## src/rtl/qdr_pkg.sv

```systemverilog
package qdr_pkg;
   localparam int BURST_LEN = 4;
   localparam int BEAT_W    = $clog2(BURST_LEN);
endpackage

```

## src/rtl/qdr_cmd_gate.sv

```systemverilog
module qdr_cmd_gate (
   input  logic clk,
   input  logic rst_n,
   input  logic k_rise,
   input  logic cmd_n,
   output logic acc
);
   logic lock;

   assign acc = k_rise && !cmd_n && !lock;

   always_ff @(posedge clk or negedge rst_n) begin
      if (!rst_n)      lock <= 1'b0;
      else if (k_rise) lock <= acc;
   end


   gate_lockout_chk: assert property (@(posedge clk) disable iff (!rst_n)
      acc |=> !acc ##1 !acc);
endmodule

```

## src/rtl/qdr_wr_seq.sv

```systemverilog
module qdr_wr_seq
   import qdr_pkg::*;
#(
   parameter int ADDR_W = 4,
   localparam int WORD_AW = ADDR_W + BEAT_W
) (
   input  logic               clk,
   input  logic               rst_n,
   input  logic               acc,
   input  logic [ADDR_W-1:0]  addr,
   output logic               we,
   output logic [WORD_AW-1:0] wword
);
   logic              act;
   logic [ADDR_W-1:0] base;
   logic [BEAT_W-1:0] cnt;

   assign we    = acc || act;
   assign wword = acc ? {addr, {BEAT_W{1'b0}}} : {base, cnt};

   always_ff @(posedge clk or negedge rst_n) begin
      if (!rst_n) begin
         act  <= 1'b0;
         base <= '0;
         cnt  <= '0;
      end else if (acc) begin
         act  <= 1'b1;
         base <= addr;
         cnt  <= BEAT_W'(1);
      end else if (act) begin
         cnt <= cnt + 1'b1;
         if (cnt == BEAT_W'(BURST_LEN - 1)) act <= 1'b0;
      end
   end


   wr_beats_chk: assert property (@(posedge clk) disable iff (!rst_n)
      acc |-> we ##1 we ##1 we ##1 we);
endmodule

```

## src/rtl/qdr_store.sv

```systemverilog
module qdr_store
   import qdr_pkg::*;
#(
   parameter int   LANES     = 2,
   parameter int   LANE_W    = 9,
   parameter int   ADDR_W    = 4,
   parameter bit   RESET_MEM = 1'b1,
   localparam int  DW        = LANES * LANE_W,
   localparam int  WORD_AW   = ADDR_W + BEAT_W,
   localparam int  WORDS     = 1 << WORD_AW
) (
   input  logic                     clk,
   input  logic                     rst_n,
   input  logic                     we,
   input  logic [WORD_AW-1:0]       wword,
   input  logic [DW-1:0]            wdata,
   input  logic [LANES-1:0]         bw_n,
   input  logic [ADDR_W-1:0]        raddr,
   output logic [BURST_LEN*DW-1:0]  blk
);
   logic [DW-1:0] mem [WORDS];
   logic [DW-1:0] cur;
   logic [DW-1:0] merged;

   if (LANES < 1 || LANE_W < 1) begin : g_bad_lane
      $error("qdr_store: lane count and lane width must be positive");
   end

   assign cur = mem[wword];

   for (genvar l = 0; l < LANES; l++) begin : g_lane
      assign merged[l*LANE_W +: LANE_W] =
         bw_n[l] ? cur[l*LANE_W +: LANE_W] : wdata[l*LANE_W +: LANE_W];
   end

   for (genvar b = 0; b < BURST_LEN; b++) begin : g_blk
      assign blk[b*DW +: DW] = mem[{raddr, BEAT_W'(b)}];
   end

   if (RESET_MEM) begin : g_rst_mem
      always_ff @(posedge clk or negedge rst_n) begin
         if (!rst_n) begin
            for (int i = 0; i < WORDS; i++) mem[i] <= '0;
         end else if (we) begin
            mem[wword] <= merged;
         end
      end
   end else begin : g_plain_mem
      always_ff @(posedge clk) begin
         if (we) mem[wword] <= merged;
      end
   end
endmodule

```

## src/rtl/qdr_rd_pipe.sv

```systemverilog
module qdr_rd_pipe
   import qdr_pkg::*;
#(
   parameter int DW = 18
) (
   input  logic                    clk,
   input  logic                    rst_n,
   input  logic                    k_rise,
   input  logic                    acc,
   input  logic [BURST_LEN*DW-1:0] blk,
   output logic [DW-1:0]           rdata,
   output logic                    rvalid
);
   logic [BURST_LEN*DW-1:0] snap;
   logic [BURST_LEN*DW-1:0] obuf;
   logic [2:0]              tk;
   logic                    oact;
   logic [BEAT_W-1:0]       obeat;

   always_ff @(posedge clk or negedge rst_n) begin
      if (!rst_n) begin
         snap   <= '0;
         obuf   <= '0;
         tk     <= '0;
         oact   <= 1'b0;
         obeat  <= '0;
         rdata  <= '0;
         rvalid <= 1'b0;
      end else begin
         if (acc)   snap <= blk;
         tk <= {tk[1:0], acc};
         if (tk[1]) obuf <= snap;
         if (tk[2]) begin
            rdata  <= obuf[DW-1:0];
            rvalid <= 1'b1;
            oact   <= 1'b1;
            obeat  <= BEAT_W'(1);
         end else if (oact) begin
            rdata  <= obuf[int'(obeat)*DW +: DW];
            rvalid <= 1'b1;
            obeat  <= obeat + 1'b1;
            if (obeat == BEAT_W'(BURST_LEN - 1)) oact <= 1'b0;
         end else begin
            rdata  <= '0;
            rvalid <= 1'b0;
         end
      end
   end


   rd_lat_chk: assert property (@(posedge clk) disable iff (!rst_n)
      acc |-> ##4 rvalid);

   rd_run_chk: assert property (@(posedge clk) disable iff (!rst_n)
      $rose(rvalid) |=> rvalid ##1 rvalid ##1 rvalid);

   rd_phase_chk: assert property (@(posedge clk) disable iff (!rst_n)
      $rose(rvalid) |-> !$past(k_rise));

   rd_idle_zero_chk: assert property (@(posedge clk) disable iff (!rst_n)
      !rvalid |-> rdata == '0);
endmodule

```

## src/rtl/qdr_burst4_sram.sv

```systemverilog
module qdr_burst4_sram
   import qdr_pkg::*;
#(
   parameter int  LANES     = 2,
   parameter int  LANE_W    = 9,
   parameter int  ADDR_W    = 4,
   parameter bit  RESET_MEM = 1'b1,
   localparam int DW        = LANES * LANE_W,
   localparam int WORD_AW   = ADDR_W + BEAT_W
) (
   input  logic              clk,
   input  logic              rst_n,
   input  logic              k_rise,
   input  logic              rd_n,
   input  logic              wr_n,
   input  logic [ADDR_W-1:0] addr,
   input  logic [DW-1:0]     wdata,
   input  logic [LANES-1:0]  bw_n,
   output logic [DW-1:0]     rdata,
   output logic              rvalid
);
   logic                    rd_acc;
   logic                    wr_acc;
   logic                    we;
   logic [WORD_AW-1:0]      wword;
   logic [BURST_LEN*DW-1:0] blk;

   if (ADDR_W < 1 || ADDR_W > 16) begin : g_bad_addr
      $error("qdr_burst4_sram: ADDR_W must lie in 1..16");
   end

   qdr_cmd_gate u_rd_gate (
      .clk(clk), .rst_n(rst_n), .k_rise(k_rise), .cmd_n(rd_n), .acc(rd_acc)
   );

   qdr_cmd_gate u_wr_gate (
      .clk(clk), .rst_n(rst_n), .k_rise(k_rise), .cmd_n(wr_n), .acc(wr_acc)
   );

   qdr_wr_seq #(.ADDR_W(ADDR_W)) u_wr_seq (
      .clk(clk), .rst_n(rst_n), .acc(wr_acc), .addr(addr),
      .we(we), .wword(wword)
   );

   qdr_store #(
      .LANES(LANES), .LANE_W(LANE_W), .ADDR_W(ADDR_W), .RESET_MEM(RESET_MEM)
   ) u_store (
      .clk(clk), .rst_n(rst_n), .we(we), .wword(wword), .wdata(wdata),
      .bw_n(bw_n), .raddr(addr), .blk(blk)
   );

   qdr_rd_pipe #(.DW(DW)) u_rd_pipe (
      .clk(clk), .rst_n(rst_n), .k_rise(k_rise), .acc(rd_acc), .blk(blk),
      .rdata(rdata), .rvalid(rvalid)
   );


   k_alt_chk: assert property (@(posedge clk) disable iff (!rst_n)
      k_rise != $past(k_rise));
endmodule

```

## config.mk

```make
export PLATFORM = sky130hd
export DESIGN_NAME = qdr_burst4_sram
export DESIGN_NICKNAME = d
export VERILOG_FILES = /design/src/rtl/qdr_pkg.sv /design/src/rtl/qdr_cmd_gate.sv /design/src/rtl/qdr_wr_seq.sv /design/src/rtl/qdr_store.sv /design/src/rtl/qdr_rd_pipe.sv /design/src/rtl/qdr_burst4_sram.sv
export SDC_FILE = /design/constraint.sdc
export NUM_CORES = 2
export LEC_CHECK = 0
export BUFFER_PORTS_ARGS = -buffer_cell sky130_fd_sc_hd__buf_4
export CAP_MARGIN = 40
export CORE_ASPECT_RATIO = 1.1
export CORE_MARGIN = 2
export CORE_UTILIZATION = 45
export CTS_BUF_LIST = sky130_fd_sc_hd__clkbuf_8
export DETAILED_ROUTE_END_ITERATION = 16
export PLACE_DENSITY = 0.7
export SLEW_MARGIN = 20
export SYNTH_ARGS = -nofsm -noshare
export SYNTH_HDL_FRONTEND = slang
export SYNTH_HIERARCHICAL = 1
export SYNTH_SLANG_ARGS = --single-unit
```

## constraint.sdc

```tcl
create_clock -name clk -period 3.4 [get_ports clk]
set_input_delay 0.68 -clock clk [delete_from_list [all_inputs] [get_ports clk]]
set_output_delay 0.68 -clock clk [all_outputs]
set_load 0.01 [all_outputs]
```

Word-level counts from Yosys, hierarchy flattened --
Cells that the tools add are included.
Word-level totals: register bits 1330, logic and storage cells 140, memories kept 0, input port bits 29, bits in latches 0, output and inout port bits 19, ROM bits 0, RAM bits 0
Cells by class: shifts and indexed selects 1, multiply operators 1, div/mod/pow operators 0, muxes and demuxes 35, eq/ne operators 2, bitwise logic cells 5, $add $sub $neg 2, magnitude comparators 6, reduce and logical (&&, ||, !) cells 12
Operator list (number):
- bitwise mux 1152 bit | 1
- binary-select mux 18 bit (select 6 bit) | 5
- two-way mux 18 bit | 13
- demux 18 bit (select 6 bit) | 1
- indexed part select 72 x 32 -> 18 bit | 1
- greater-or-equal comparator 7 bit (second input constant) | 5
- NOT 6 -> 7 bit | 5
- two-way mux 9 bit | 2
- two-way mux 1 bit | 8
- two-way mux 2 bit | 4
- less-than comparator 7 x 1 -> 1 bit (second input constant) | 1
- multiplier 2 x 4 -> 6 bit (second input constant) | 1
- two-way mux 6 bit | 1
- logical AND 1 bit | 5
- adder 2 x 1 -> 2 bit (second input constant) | 2
- equality test 2 bit (second input constant) | 2
- zero test 1 bit | 4
- nonzero test 2 bit | 2
- logical OR 1 bit | 1

Logic depth before layout (Yosys ltp) --
word-level depth 10, depth in mapped cells 17, mapped depth without buffers 9

By module --
The synthesis kept the hierarchy.
By module, submodules not included:
- qdr_store | area each 59361.9 µm², cells an instance 5449, times used 1
- qdr_rd_pipe | area each 6507.5 µm², cells an instance 403, times used 1
- qdr_wr_seq | area each 324.1 µm², cells an instance 22, times used 1
- qdr_cmd_gate | area each 48.8 µm², cells an instance 4, times used 2

Worst setup path after synthesis --
No wires, ideal clock.
path type input port to flip-flop, from input port wr_n, to register u_store/mem[1061] (netlist bit), setup time 125 ps, cell stages on the path 15, arrival 3726 ps, path slack -451 ps, required time 3275 ps, cells stage by stage nor3b_2 -> buf_6 -> mux2_4 -> buf_6 -> buf_6 -> buf_6 -> buf_6 -> mux2_1 -> a221o_1 -> a22oi_1 -> o22ai_1 -> a211o_1 -> o32ai_4 -> buf_6 -> o21ai_2
On the way: word-level cells in the longest chain between the ends 10, elaborated cells between the ends (all ways) 16, those cells by class 2 x order compare; 8 x mux; 1 x bitwise; 5 x reduce/logical
Ends and longest elaborated chain:
- start, declared | line qdr_burst4_sram.sv:15 | input logic wr_n,
- zero test 1 bit (*) | line qdr_cmd_gate.sv:10 | assign acc = k_rise && !cmd_n && !lock;
- logical AND 1 bit (*) (2 in series) | line qdr_cmd_gate.sv:10
- two-way mux 6 bit (*) | line qdr_wr_seq.sv:19 | assign wword = acc ? {addr, {BEAT_W{1'b0}}} : {base, cnt};
- named net wword[2] | line qdr_burst4_sram.sv:25 | logic [WORD_AW-1:0] wword;
- NOT 6 -> 7 bit (not written as such) (*) | line qdr_store.sv:29, qdr_store.sv:45
- greater-or-equal comparator 7 bit (not written as such), or another cell as far along | line qdr_store.sv:45 | mem[wword] <= merged;
- logical AND 1 bit (not written as such) or two-way mux 18 bit (tied branches) | line qdr_store.sv:45, qdr_store.sv:29
- two-way mux 18 bit (on tied branches) | line qdr_store.sv:45, qdr_store.sv:29
- demux 18 bit (select 6 bit) or two-way mux 9 bit (tied branches) | line qdr_store.sv:45, qdr_store.sv:33
- bitwise mux 1152 bit (*) | line qdr_store.sv:45
- end signal, assigned by index | line qdr_store.sv:45
- end, declared | line qdr_store.sv:21 | logic [DW-1:0] mem [WORDS];
Mark *: on every way through the listed nets, which the timed path passes. The rest lies on a longest branch. The select of a mux whose other input is x is not followed. A chain may end at the register's enable or synchronous reset.

Worst setup path in the final report --
from register u_wr_gate.lock, to register u_store/mem[666] (netlist bit)
On the way: word-level cells in the longest chain between the ends 9, elaborated cells between the ends (all ways) 15, those cells by class 2 x order compare; 8 x mux; 1 x bitwise; 4 x reduce/logical
Ends and longest elaborated chain:
- start, declared | line qdr_cmd_gate.sv:8 | logic lock;
- start signal, assigned | line qdr_cmd_gate.sv:13 | if (!rst_n) lock <= 1'b0;
- start signal, assigned | line qdr_cmd_gate.sv:14 | else if (k_rise) lock <= acc;
- zero test 1 bit (*) | line qdr_cmd_gate.sv:10
- logical AND 1 bit (*) | line qdr_cmd_gate.sv:10
- named net wr_acc | line qdr_burst4_sram.sv:23 | logic wr_acc;
- two-way mux 6 bit (*) | line qdr_wr_seq.sv:19
- named net wword[2] | line qdr_burst4_sram.sv:25
- NOT 6 -> 7 bit (not written as such) (*) | line qdr_store.sv:29, qdr_store.sv:45
- greater-or-equal comparator 7 bit (not written as such), or another cell as far along | line qdr_store.sv:45
- logical AND 1 bit (not written as such) or two-way mux 18 bit (tied branches) | line qdr_store.sv:45, qdr_store.sv:29
- two-way mux 18 bit (on tied branches) | line qdr_store.sv:45, qdr_store.sv:29
- demux 18 bit (select 6 bit) or two-way mux 9 bit (tied branches) | line qdr_store.sv:45, qdr_store.sv:33
- bitwise mux 1152 bit (*) | line qdr_store.sv:45
Marked as above.

==> impl_metrics.json <==
{
  "outcome": "complete, but fails checks",
  "violations": "negative setup slack",
  "clock-root-buffer": "clkbuf_8",
  "num_rows": 147,
  "synthCells": 5882,
  "worstPathRequired_ps": 4250,
  "critPathKind": "reg2reg",
  "grt_max_degree": 93,
  "cts_tree": "done",
  "dp_slack_ps": -1098,
  "synth_area_um2": 66290,
  "grt_use_total_pct": 37.20,
  "ys_top_cells_by_area": "dfrtp_1 (50%), mux4_2 (15%), o21ai_0 (8.2%)",
  "async_reset_ff_share_pct": 100.0,
  "startpoint_type": "register",
  "first_global_vias": 54854,
  "die_h_um": 406.5,
  "postSynthAreaPerCell_um2": 11.27,
  "synth-main-ff-cell": "dfrtp_1",
  "timing.hold.ws_ps": 86.68,
  "drc_errors": 0,
  "min_period_over_period_pct": 113.2,
  "r2r-end": "u_store/mem[666]",
  "synth.most_common_cell": "dfrtp_1",
  "worst_slew_margin_rel_pct": 27.01,
  "numCtsBuffers": 211,
  "peakVddDrop_uv": 383.7,
  "core-area_um2": 146000,
  "yosysTopAreaCell": "dfrtp_1",
  "finalSetupViolCount": 1152,
  "rsz0062_at_grt": "true",
  "clkSinkCount": 1330,
  "yosys_warnings": 6,
  "end_kind": "register",
  "avgRoutedWirePerCell_um": 33.62,
  "powerDensity_nw_per_um2": 873.7,
  "drive_gt1_share_pct": 31.75,
  "path_max_fanout": 7,
  "worstHoldStart": "k_rise",
  "report.final.hold_viol_count": 0,
  "gp_congestion": 1.021,
  "postRouteAntennaNets": 0,
  "period_needed_ps": 3849,
  "ys_ff_latch": 1330,
  "htreeDepth": 4,
  "ys_types": 77,
  "dr_total_vias": 56872,
  "ff2ff_setup_slack_ps": -450,
  "synth_common_cells": "dfrtp_1 (1330), nand2_1 (1259), o21ai_0 (1090)",
  "io_pins": 48,
  "min-delay-path-class": "in2reg",
  "skew_ps": 82.42,
  "worstPathArrival_ps": 4700,
  "dp_hpwl_mm": 188.2,
  "slew_violations": 0,
  "fp.dieArea_um2": 150400,
  "n_fill_cell": 12040,
  "clock_path_buffers": 3,
  "dr.pass1.iters": 10,
  "max_cap_viol_count": 0,
  "via_per_inst": 6.772,
  "hold_path_depth": 4,
  "grt_pass1_wl_mm": 399.2,
  "tns_ps": -314000,
  "synth_edf_count": 0,
  "portBuffers": 47,
  "synth_seq_area_share_pct": 50.21,
  "r2r_start": "u_wr_gate/lock",
  "power_leakage_nw": 35.70,
  "syn2layout_area_growth_pct": 21.84,
  "r2r.worst_path.cells": 17,
  "max_freq_ghz": 0.2598,
  "totalWireLength_mm": 282.4,
  "gr-total-overflow": 0,
  "final_net_count": 6301,
  "die_w_um": 370.0,
  "synth.top_cell.area_share_pct": 50.21,
  "clkSlewWorstSetupHoldPaths_ps": 60,
  "drtIter0Drc": 8490,
  "clock_latency_ps": 1030,
  "grt_antenna_before_repair": 14,
  "synth_nets": 5913,
  "initial_core_util_pct": 45.39,
  "layout_setup_ws_ps": -449.4,
  "holdPathEnd": "u_wr_gate/lock",
  "tightest_slew_ps": 1095
}
critical path: stages (launching register included):
cell and delay [ps]:
dfrtp_1 400, nor3b_4 180, buf_6 160, buf_8 140, mux2_8 220, buf_6 120
buf_12 150, buf_12 130, nor2b_4 70, buf_12 130, a22o_1 160, a222oi_1 340
a21oi_1 140, or4_4 560, o31ai_4 290, buf_6 230, clkbuf_16 180, o21ai_2 60
sequential cells by signal, summed over array words and instances, names as in the netlist:
signal and cells:
u_rd_pipe/obuf 72, u_wr_seq/cnt 2, u_rd_pipe/tk 3, u_rd_pipe/snap 72, u_store/mem 1152, u_rd_pipe/oact 1
u_rd_pipe/rdata 18, u_wr_gate/lock 1, u_rd_gate/lock 1, u_wr_seq/act 1, u_rd_pipe/obeat 2, u_rd_pipe/rvalid 1
u_wr_seq/base 4
repair_timing:
item	CTS	global route
hold endpoints to repair	164	0
buffers inserted	24	39
hold buffers	1	0
endpoints found under the setup margin	1152	1152
pin swaps	8	37
cloned	13	24
resized for setup	87	194
how the worst max path moves through the flow:
| stage | end | depth (start not counted) | slack [ps] | start |
|---|---|---|---|---|
| final | u_store/mem[666] | 17 | -450 | u_wr_gate/lock |
| after global routing | u_store/mem[666] | 17 | -470 | u_wr_gate/lock |
| after CTS | u_store/mem[164] | 16 | -400 | u_wr_gate/lock |
| after detailed placement | u_store/mem[247] | 15 | -1100 | wr_n |
| after global placement | u_store/mem[823] | 15 | -1090 | wr_n |
| after floorplan | u_store/mem[89] | 15 | -370 | wr_n |
power breakdown:
part / internal (mW) / switching, mW / total [mW]
Clock: 7.81 / 6.94 / 14.8
Sequential: 22.0 / 5.13 / 27.2
Combinational: 13.3 / 15.3 / 28.6
stage by stage:
| stage | cells | cell area [um2] | power, mW | utilization (%) |
|---|---|---|---|---|
| floorplan | 5882 | 66450 | 40.89 | - |
| CTS | 8324 | 79510 | 68.14 | 54.44 |
| global route | 8385 | 80730 | 73.19 | 55.28 |
| detailed placement | 7899 | 74130 | 52.70 | 50.76 |
| finish | 8398 | 80770 | 70.56 | 55.31 |
| global placement | 7897 | 74080 | 51.64 | 50.73 |
metal layers:
metal / up-vias / wire length (um) / track usage [%]
met1: 28175 / 95730 / 47.28
met5: - / 210 / 0.3911
met4: 16 / 27640 / 28.61
li1: 22515 / - / -
met3: 1419 / 43440 / 14.09
met2: 4747 / 115400 / 51.13
cell usage in the layout, fill, tap and decap left out, types with 29 or more instances in the layout:
cell      count
dfrtp_1    1328
nand2_1    1195
o21ai_0     911
buf_4       471
mux4_2      444
clkbuf_8    274
mux2_2      244
buf_12      219
o21ai_1     155
mux2i_1     130
o21ai_2      85
a221oi_1     83
a22oi_1      73
o31ai_1      67
a221o_1      64
nand2_2      64
inv_1        62
nor2_1       55
o22ai_1      48
a21oi_1      47
clkinv_2     33
buf_6        29
layout make-up:
cell class                 count  area (um2)  area share [%]
sequential                  1330       33290           41.21
multi-input combinational   3957       31140           38.55
timing repair buffer         763        9288           11.50
clock buffer                 274        3771           4.669
tap                         1937        2424           3.001
clock inverter               114       787.0          0.9744
antenna                       16       40.04         0.04957
inverter                       7       31.28         0.03873
cells by family (layout without fill, tap and decap cells):
group,after synthesis,after routing,share of synthesized area [%]
AOI/OAI and AO/OA,1699,1699,15.66
and+or+nand+nor,1423,1423,8.531
DFF,1330,1330,50.21
muxes,831,831,21.45
buffers and inverters,595,1158,4.090
adders and majority gates,2,2,0.03774
xor gates and xnor gates,2,2,0.02643
other,0,16,0
Note: power is estimated with default switching activity, not from simulation.
